**config.mk**
```make
export PLATFORM = sky130hd
export DESIGN_NAME = sfifo_pair
export DESIGN_NICKNAME = d
export VERILOG_FILES = /design/src/rtl/sfifo_pkg.sv /design/src/rtl/sfifo_queue.sv /design/src/rtl/sfifo_wm_req.sv /design/src/rtl/sfifo_errs.sv /design/src/rtl/sfifo_pair.sv
export SDC_FILE = /design/constraint.sdc
export NUM_CORES = 1
export LEC_CHECK = 0
export BUFFER_PORTS_ARGS = -buffer_cell sky130_fd_sc_hd__buf_2
export CAP_MARGIN = 20
export CORE_UTILIZATION = 55
export CTS_CLUSTER_DIAMETER = 80
export DETAILED_ROUTE_END_ITERATION = 8
export HOLD_SLACK_MARGIN = 0.1
export PLACE_DENSITY = 0.76
export SLEW_MARGIN = 25
export SYNTH_ARGS = -nofsm -noshare
export SYNTH_HDL_FRONTEND = slang
export SYNTH_SLANG_ARGS = --single-unit
```
**constraint.sdc**
```tcl
create_clock -name clk -period 3 [get_ports clk]
set_clock_uncertainty 0.2 [all_clocks]
set_input_delay 0.3 -clock clk [delete_from_list [all_inputs] [get_ports clk]]
set_output_delay 0.3 -clock clk [all_outputs]
set_load 0.005 [all_outputs]
```
**src/rtl/sfifo_pkg.sv**
```systemverilog
package sfifo_pkg;

  // Bit positions of the sticky error vector
  localparam int ERR_TX_OVF = 0;
  localparam int ERR_TX_UNF = 1;
  localparam int ERR_RX_OVF = 2;
  localparam int ERR_RX_UNF = 3;
  localparam int ERR_W      = 4;

  // Threshold selected by a watermark code; reserved codes fall back to 1
  function automatic int wm_level(input logic [2:0] code, input int depth);
    case (code)
      3'b100:  return depth / 4;
      3'b101:  return depth / 2;
      3'b110:  return (3 * depth) / 4;
      3'b111:  return depth;
      default: return 1;
    endcase
  endfunction

  // Next pointer value with wrap for any depth
  function automatic int ptr_step(input int p, input int depth);
    return (p == depth - 1) ? 0 : p + 1;
  endfunction

endpackage

```
**src/rtl/sfifo_queue.sv**
```systemverilog
module sfifo_queue #(
  parameter int DW    = 8,
  parameter int DEPTH = 16,
  localparam int AW   = (DEPTH > 1) ? $clog2(DEPTH) : 1,
  localparam int CW   = $clog2(DEPTH + 1)
) (
  input  logic          clk,
  input  logic          rst,
  input  logic          flush,
  input  logic          push,
  input  logic [DW-1:0] wdata,
  input  logic          pop,
  output logic [DW-1:0] rdata,
  output logic [CW-1:0] count,
  output logic          ovf_evt,
  output logic          unf_evt
);
  import sfifo_pkg::*;

  logic [DW-1:0] mem [DEPTH];
  logic [AW-1:0] wp, rp;
  logic          full, empty, do_push, do_pop;

  assign full    = (count == CW'(DEPTH));
  assign empty   = (count == '0);
  assign do_push = push && !flush && !full;
  assign do_pop  = pop  && !flush && !empty;
  assign ovf_evt = push && !flush && full;
  assign unf_evt = pop  && !flush && empty;

  always_ff @(posedge clk) begin
    if (do_push) mem[wp] <= wdata;
  end

  always_ff @(posedge clk) begin
    if (rst) begin
      wp    <= '0;
      rp    <= '0;
      count <= '0;
      rdata <= '0;
    end else if (flush) begin
      wp    <= '0;
      rp    <= '0;
      count <= '0;
    end else begin
      if (do_push) wp <= AW'(ptr_step(int'(wp), DEPTH));
      if (do_pop) begin
        rdata <= mem[rp];
        rp    <= AW'(ptr_step(int'(rp), DEPTH));
      end else if (unf_evt) begin
        rdata <= '0;
      end
      case ({do_push, do_pop})
        2'b10:   count <= count + 1'b1;
        2'b01:   count <= count - 1'b1;
        default: count <= count;
      endcase
    end
  end

  // occupancy never exceeds the depth
  p_count_bound_r1: assert property (@(posedge clk) disable iff (rst)
    count <= CW'(DEPTH));

  // a rejected push leaves the queue full
  p_ovf_drop_r6: assert property (@(posedge clk) disable iff (rst)
    ovf_evt && !pop |=> count == CW'(DEPTH));

  // a pop on empty returns zero and moves nothing
  p_unf_zero_r7: assert property (@(posedge clk) disable iff (rst)
    unf_evt && !push |=> rdata == '0 && count == '0);

  // balanced push and pop keep the level
  p_pushpop_r5: assert property (@(posedge clk) disable iff (rst)
    push && pop && !flush && !full && !empty |=> $stable(count));

  // flush empties the queue next cycle
  p_flush_r9: assert property (@(posedge clk) disable iff (rst)
    flush |=> count == '0);

endmodule

```
**src/rtl/sfifo_wm_req.sv**
```systemverilog
module sfifo_wm_req #(
  parameter int DEPTH = 16,
  localparam int CW   = $clog2(DEPTH + 1)
) (
  input  logic [2:0]    code,
  input  logic [CW-1:0] level,
  output logic          req
);
  import sfifo_pkg::*;

  logic [CW-1:0] thr;

  assign thr = CW'(wm_level(code, DEPTH));
  assign req = (level >= thr);

endmodule

```
**src/rtl/sfifo_errs.sv**
```systemverilog
module sfifo_errs #(
  parameter int N = 4
) (
  input  logic         clk,
  input  logic         rst,
  input  logic [N-1:0] set,
  input  logic [N-1:0] clr,
  output logic [N-1:0] flags
);

  always_ff @(posedge clk) begin
    if (rst) flags <= '0;
    else     flags <= (flags & ~clr) | set;
  end

  for (genvar i = 0; i < N; i++) begin : g_chk
    // a flag holds until cleared
    p_sticky_r8: assert property (@(posedge clk) disable iff (rst)
      flags[i] && !clr[i] |=> flags[i]);
    // a set in the same cycle as a clear wins
    p_set_wins_r8: assert property (@(posedge clk) disable iff (rst)
      set[i] |=> flags[i]);
  end

endmodule

```
**src/rtl/sfifo_pair.sv**
```systemverilog
module sfifo_pair #(
  parameter int DW    = 8,
  parameter int DEPTH = 16,
  localparam int CW   = $clog2(DEPTH + 1)
) (
  input  logic          clk,
  input  logic          rst,
  input  logic          tx_flush,
  input  logic          rx_flush,
  input  logic          tx_push,
  input  logic [DW-1:0] tx_wdata,
  input  logic          tx_pop,
  output logic [DW-1:0] tx_rdata,
  input  logic [2:0]    tx_wm,
  output logic [CW-1:0] tx_free,
  output logic          tx_req,
  input  logic          rx_push,
  input  logic [DW-1:0] rx_wdata,
  input  logic          rx_pop,
  output logic [DW-1:0] rx_rdata,
  input  logic [2:0]    rx_wm,
  output logic [CW-1:0] rx_used,
  output logic          rx_req,
  input  logic [3:0]    err_clr,
  output logic [3:0]    err
);
  import sfifo_pkg::*;

  logic [CW-1:0]    tx_count;
  logic             tx_ovf_evt, tx_unf_evt, rx_ovf_evt, rx_unf_evt;
  logic [ERR_W-1:0] err_set;

  sfifo_queue #(.DW(DW), .DEPTH(DEPTH)) u_txq (
    .clk(clk), .rst(rst), .flush(tx_flush),
    .push(tx_push), .wdata(tx_wdata), .pop(tx_pop), .rdata(tx_rdata),
    .count(tx_count), .ovf_evt(tx_ovf_evt), .unf_evt(tx_unf_evt)
  );

  sfifo_queue #(.DW(DW), .DEPTH(DEPTH)) u_rxq (
    .clk(clk), .rst(rst), .flush(rx_flush),
    .push(rx_push), .wdata(rx_wdata), .pop(rx_pop), .rdata(rx_rdata),
    .count(rx_used), .ovf_evt(rx_ovf_evt), .unf_evt(rx_unf_evt)
  );

  assign tx_free = CW'(DEPTH) - tx_count;

  sfifo_wm_req #(.DEPTH(DEPTH)) u_tx_req (.code(tx_wm), .level(tx_free), .req(tx_req));
  sfifo_wm_req #(.DEPTH(DEPTH)) u_rx_req (.code(rx_wm), .level(rx_used), .req(rx_req));

  always_comb begin
    err_set             = '0;
    err_set[ERR_TX_OVF] = tx_ovf_evt;
    err_set[ERR_TX_UNF] = tx_unf_evt;
    err_set[ERR_RX_OVF] = rx_ovf_evt;
    err_set[ERR_RX_UNF] = rx_unf_evt;
  end

  sfifo_errs #(.N(ERR_W)) u_errs (.clk(clk), .rst(rst), .set(err_set), .clr(err_clr), .flags(err));

  // a full receive queue always requests draining
  p_rx_full_req_r3: assert property (@(posedge clk) disable iff (rst)
    rx_used == CW'(DEPTH) |-> rx_req);

  // an empty receive queue never requests
  p_rx_empty_idle_r3: assert property (@(posedge clk) disable iff (rst)
    rx_used == '0 |-> !rx_req);

  // a full transmit queue never requests refill
  p_tx_full_idle_r4: assert property (@(posedge clk) disable iff (rst)
    tx_free == '0 |-> !tx_req);

  // free slots never exceed the depth
  p_tx_free_bound_r1: assert property (@(posedge clk) disable iff (rst)
    tx_free <= CW'(DEPTH));

endmodule

```
* Word-level counts from Yosys, hierarchy flattened
Memory sizes are Yosys's and may differ from the RTL's. A register that Yosys moved wholly into a read port is not among the register bits.
Cells that the tools add are included.
** Cells by class
- Magnitude comparators :: 2
- Multiplexer cells :: 20
- Eq/ne operators :: 18
- Add/sub/neg operators :: 9
- Reduce and logical (&&, ||, !) cells :: 28
- Bitwise logic cells :: 5
** Operator list (number)
- $pmux 5 s4 :: 2
- $mux 4 :: 8
- $mux 8 :: 4
- $eq 3x3->1 const B :: 8
- $pmux 5 s2 :: 2
- $add 4x1->4 const B :: 4
- $eq 4x1->1 const B :: 4
- $logic_and 1x1->1 :: 12
- $add 5x1->5 const B :: 2
- $eq 5x5->1 const B :: 2
- $ge 5x5->1 :: 2
- $logic_not 5->1 :: 2
- $sub 5x1->5 const B :: 2
- $reduce_bool 2->1 :: 4
- $logic_not 1->1 :: 6
- $sub 5x5->5 const A :: 1
- $and 4x4->4 :: 1
- $eq 2x1->1 const B :: 2
- $eq 2x2->1 const B :: 2
- $mux 1 :: 4
- $not 4->4 :: 1
- $or 4x4->4 :: 1
- $reduce_and 2->1 :: 2
- $reduce_or 2->1 :: 2
- $not 1->1 :: 2
** Storage, ports and cells
- Output and inout port bits :: 32
- Memories :: 2
- Logic and storage cells :: 93
- Memory bits (writable) :: 256
- Bits of input ports :: 34
- Register bits after elaboration :: 46
** Memory list
- u_rxq.mem :: depth 16, bits a word 8, read ports 1, clocked after Yosys merged registers in 1, wr ports 1, RTL line sfifo_queue.sv:20 : logic [DW-1:0] mem [DEPTH];
- u_txq.mem :: depth 16, bits a word 8, read ports 1, clocked after Yosys merged registers in 1, wr ports 1, RTL line sfifo_queue.sv:20

* Depth between registers and ports, before layout
- Word-level depth :: 5
- Gate-level depth with buffers :: 12
- Mapped depth without buffers :: 12

* Modules after synthesis
Synthesis repeated with hierarchy kept, for this count alone.
** Unflattened totals
- Cells, all modules :: 739
- Area, all modules :: 12792.3 sq um
** By module, submodules not included
- sfifo_queue at u_txq :: cells each 345, sequential area each 4344.2 sq um, instances 1, area an instance 6178.4 sq um
- sfifo_queue at u_rxq :: cells each 342, sequential area each 4344.2 sq um, instances 1, area an instance 6172.2 sq um
- sfifo_wm_req :: cells each 14, sequential area each 0.0 sq um, instances 2, area an instance 116.4 sq um
- sfifo_errs :: cells each 16, sequential area each 80.1 sq um, instances 1, area an instance 140.1 sq um
- sfifo_pair :: cells each 8, sequential area each 0.0 sq um, instances 1, area an instance 68.8 sq um

* Worst setup path before layout
OpenSTA, ideal clock, no wires.
- Kind :: reg2reg
- From :: register u_txq.count[0]
- To :: register u_txq.count[4]
- Path buffers :: 0
- Data required time :: 2.728 ns
- Arrival time :: 2.834 ns
- Period minus slack after synthesis :: 3.105 ns
- Library setup time :: 0.072 ns
- Slack :: -0.105 ns
- Cell stages (with the launch flop) :: 13
- Path through :: dfxtp_1 -> inv_1 -> ha_1 -> nor3b_1 -> ha_1 -> nor3b_2 -> inv_2 -> ha_1 -> fa_1 -> a21o_1 -> a21oi_1 -> mux2i_1 -> mux2i_1
** On the way
- Cells in the longest elaborated chain, start to end :: 5
- Elaborated cells between the ends (all ways) :: 12
- Classes of those cells :: 2 x add/sub; 3 x eq/ne; 1 x mux; 6 x reduce/logical
** Ends and longest elaborated chain
- start: declaration :: RTL line sfifo_queue.sv:14 : output logic [CW-1:0] count,
- start signal: assignment :: RTL line sfifo_queue.sv:54 : 2'b10: count <= count + 1'b1;
- start signal: assignment :: RTL line sfifo_queue.sv:55 : 2'b01: count <= count - 1'b1;
- start signal: assignment :: RTL line sfifo_queue.sv:56 : default: count <= count;
- $eq 5x5->1 / $logic_not 5->1 (equally long branches) :: RTL line sfifo_queue.sv:24, sfifo_queue.sv:25
- $logic_not 1->1, on equally long branches :: RTL line sfifo_queue.sv:26, sfifo_queue.sv:27
- $logic_and 1x1->1, on equally long branches :: RTL line sfifo_queue.sv:26, sfifo_queue.sv:27
- $eq 2x1->1 / $eq 2x2->1 (equally long branches) :: RTL line sfifo_queue.sv:53 : case ({do_push, do_pop})
- $pmux 5 s2 / $reduce_bool 2->1 (equally long branches)
Parallel ways exist; a longest one is shown, timed or not.
A chain may end at the register's enable or synchronous reset.

* Worst setup path after layout
- From :: register u_rxq.count[0]
- To :: output rx_req
** On the way
- Cells in the longest elaborated chain, start to end :: 1
** Ends and longest elaborated chain
- start: declaration :: RTL line sfifo_queue.sv:14
- start signal: assignment :: RTL line sfifo_queue.sv:54
- start signal: assignment :: RTL line sfifo_queue.sv:55
- start signal: assignment :: RTL line sfifo_queue.sv:56
- $ge 5x5->1 :: RTL line sfifo_wm_req.sv:14 : assign req = (level >= thr);
- end: declaration :: RTL line sfifo_pair.sv:23 : output logic rx_req,
Every way passes these cells.

==> flow_summary.json <==
{
  "dieArea_sq_mm": 0.02379,
  "syn_to_final_growth_pct": 17.33,
  "tns_ns": 0,
  "avgSynthCellArea_sq_um": 16.43,
  "port-buffer-count": 65,
  "slowest_stage": "or3b_1",
  "cts_buffer_depth": 3,
  "syn_area_sq_mm": 0.01275,
  "core_area_sq_mm": 0.02271,
  "maxSlewViolCount": 0,
  "period_needed_ns": 2.835,
  "rsz0062_at_grt": "true",
  "synth_warnings": 0,
  "clockRootBuffer": "clkbuf_16",
  "critPathBufInv": 3,
  "p_per_area_mw_per_mm2": 606.9,
  "crit_top_cell": "a21o_1",
  "required_ns": 2.50,
  "critPathArrivalTime_ns": 2.33,
  "status": "completed",
  "drtIter0Drc": 508,
  "drt_wl_total_um": 24340,
  "postPlaceCellArea_sq_mm": 0.01351,
  "hold_class": "in2reg",
  "worstPathMaxFanout": 6,
  "dp.cells": 1119,
  "synth_cells": 776,
  "grt_pass1_wl_um": 38280,
  "globalplace.congestion": 0.7565,
  "power.static_leakage_nw": 5.208,
  "clock-sinks": 310,
  "synth_edf_count": 256,
  "startpoint_type": "flop",
  "grt_max_degree": 40,
  "fillers": 1562,
  "htreeDepth": 1,
  "worst_pin_slew_ns": 0.9945,
  "antenna_found_initial": 0,
  "clk_pin_slew_ns": 0.06,
  "hold_viol": 0,
  "synthFlopType": "edfxtp_1",
  "design_area_sq_mm": 0.01495,
  "finalCritPeriodShare_pct": 94.50,
  "overflow": 0,
  "cp_top_family": "compound AO/OA/AOI/OAI gates",
  "setup_viol": 0,
  "max_clock_freq_mhz": 352.7,
  "final_cell_count_no_fill": 1206,
  "post-route-util_pct": 65.85,
  "num_vias": 6971,
  "async_flop_share_pct": 0,
  "die-height_um": 154.2,
  "cts_tree": "done",
  "dr.pass1.iters": 5,
  "drv_cap": 0,
  "wl_per_cell_um": 20.18,
  "synthTopCellsByArea": "edfxtp_1, dfxtp_1, mux4_2",
  "critical_path.max_stage_delay_ns": 0.35,
  "rows": 55,
  "layout-drive-gt1-share_pct": 23.67,
  "reg2reg_setup_slack_ns": 0.18,
  "timing.hold.ws_ns": 0.1253,
  "n_antenna_cell": 0,
  "yosys.cell_types.count": 64,
  "synth_top_area_share_pct": 60.31,
  "crit_type": "reg2out",
  "start_util_pct": 56.13,
  "num_io_pins": 66,
  "die_w_um": 154.2,
  "vdd_drop_max_mv": 0.6209,
  "viasPerCell": 5.780,
  "drc": 0,
  "synth.yosys.seq_area_share_pct": 68.79,
  "ant_nets": 0,
  "ys_seq_elements": 310,
  "numCtsBuffers": 30,
  "synth_nets": 841,
  "dp_hpwl_um": 15940,
  "cp-end-kind": "primary output",
  "grt_pass1_vias": 7188,
  "path_cells": "buf_4 -> inv_1 -> ha_1 -> or3b_1 -> a21o_1 -> a21o_1 -> a21o_1 -> buf_2",
  "track_usage_pct": 21.00,
  "yosysTopAreaCell": "edfxtp_1",
  "postCtsSetupBuffers": 0,
  "fin_nets": 962,
  "slew-limit-headroom_pct": 33.53,
  "clk_latency_ns": 0.54
}
-- cell usage in the layout (no fill, tap or decap), types with 5 or more instances in the layout --
cell / Yosys / layout
buf_2: 13 / 65
nand2b_1: 8 / 8
xor2_1: 10 / 10
a211oi_1: 10 / 10
inv_1: 17 / 17
mux4_2: 40 / 40
o22ai_1: 6 / 6
mux4_1: 6 / 6
mux2_2: 9 / 9
o211ai_1: 6 / 6
and3_1: 9 / 9
a2bb2oi_1: 8 / 8
edfxtp_1: 256 / 256
bufinv_16: 0 / 7
ha_1: 29 / 28
o21ai_1: 9 / 9
buf_4: 4 / 27
nor2b_1: 5 / 5
nor3b_1: 16 / 15
dlygate4sd3_1: 0 / 31
a21o_1: 13 / 13
clkbuf_16: 0 / 31
mux2i_1: 35 / 35
nor3_1: 12 / 12
nor2_1: 29 / 29
nand2_1: 30 / 30
nand3_1: 14 / 14
o21ai_0: 9 / 9
clkbuf_1: 15 / 8
a21oi_1: 27 / 26
and2_1: 16 / 14
dfxtp_1: 54 / 51
-- Yosys cell counts, types with 3 or more instances --
cell type,instances
nor4b_1,4
inv_1,17
mux2_2,9
mux4_1,6
a21oi_1,27
a211oi_1,10
clkbuf_1,15
dfxtp_1,54
buf_2,13
o21ai_0,9
a22o_1,3
and2_1,16
nor2b_1,5
and3_1,9
a21o_1,13
a2bb2oi_1,8
o221ai_1,4
nor3_1,12
mux4_2,40
edfxtp_1,256
nand2_1,30
buf_4,4
a31oi_1,3
and4_1,3
xnor2_1,4
inv_2,4
nor3b_1,16
mux2i_1,35
o22ai_1,6
o21ai_1,9
xor2_1,10
o211ai_1,6
a22oi_1,4
nand3_1,14
ha_1,29
nor2_1,29
nand2b_1,8
-- state kept, by name (all words and copies together) (netlist names), named ones only --
signal	flops
u_rxq.mem	128
u_txq.mem	128
u_rxq.rdata	8
u_txq.rdata	8
u_rxq.count	5
u_txq.count	5
u_errs.flags	4
u_rxq.rp	4
u_rxq.wp	4
u_txq.rp	4
u_txq.wp	4
-- layout make-up --
cell class,instances,area [sq um],area share [%]
flip-flops and latches,310,8772,58.66
multi-input cells,409,3776,25.25
clock buffers,43,860.8,5.756
repair buffers,124,858.3,5.740
well taps,285,356.6,2.385
clock inverters,13,247.7,1.657
inverters,22,82.58,0.5522
-- metrics by stage --
stage	power (mW)	setup WS, ns
after floorplan	4.886	0.001203
after global placement	5.003	0.1086
after detailed placement	5.011	0.02424
after CTS	9.137	0.01112
after global routing	9.312	-0.03054
final	9.076	0.1650
-- repair_timing --
item / CTS / global route
endpoints found under the setup margin: 0 / 18
endpoints found under the hold margin: 291 / 0
hold buffers: 31 / 0
gates resized for setup: 0 / 6
-- worst min-delay path, delay by kind of cell --
kind,cells,cell delay [ns]
compound gates,1,0.05
buf+inv,2,0.25
simple gates,2,0.22
-- report_power, final --
group          switching [mW]  internal (mW)  total, mW  leakage, nW
clock network            1.53           2.59       4.13        0.533
registers             0.00889           4.67       4.68         2.74
logic                   0.154          0.115      0.269         1.93
total                    1.70           7.38       9.08         5.21
-- worst paths after layout --
| path | start | end | cells past startpoint |
|---|---|---|---|
| setup reg to reg | u_txq.count[0] | u_txq.count[4] | 12 |
| hold / removal | tx_push | u_txq.wp[1] | 5 |
| hold reg to reg | u_txq.rdata[6] | u_txq.rdata[6] | 2 |
| setup / recovery | u_rxq.count[0] | rx_req | 8 |
-- metal layers --
layer / up-vias / GRT usage [%] / wire, um
met1: 3471 / 26.00 / 9991
met5: - / 0 / 0
li1: 3288 / - / -
met3: 49 / 2.914 / 1013
met4: 0 / 7.143 / 792
met2: 163 / 37.97 / 12550
-- logic make-up after synthesis --
family / count (synthesis) / synth area share, %
simple gates: 159 / 6.940
fa+ha+maj: 31 / 3.161
flops: 310 / 68.79
xor+xnor: 14 / 0.9620
buf+inv: 57 / 1.983
mux: 90 / 11.85
compound gates: 115 / 6.312
(Power assumes the default switching activity.)
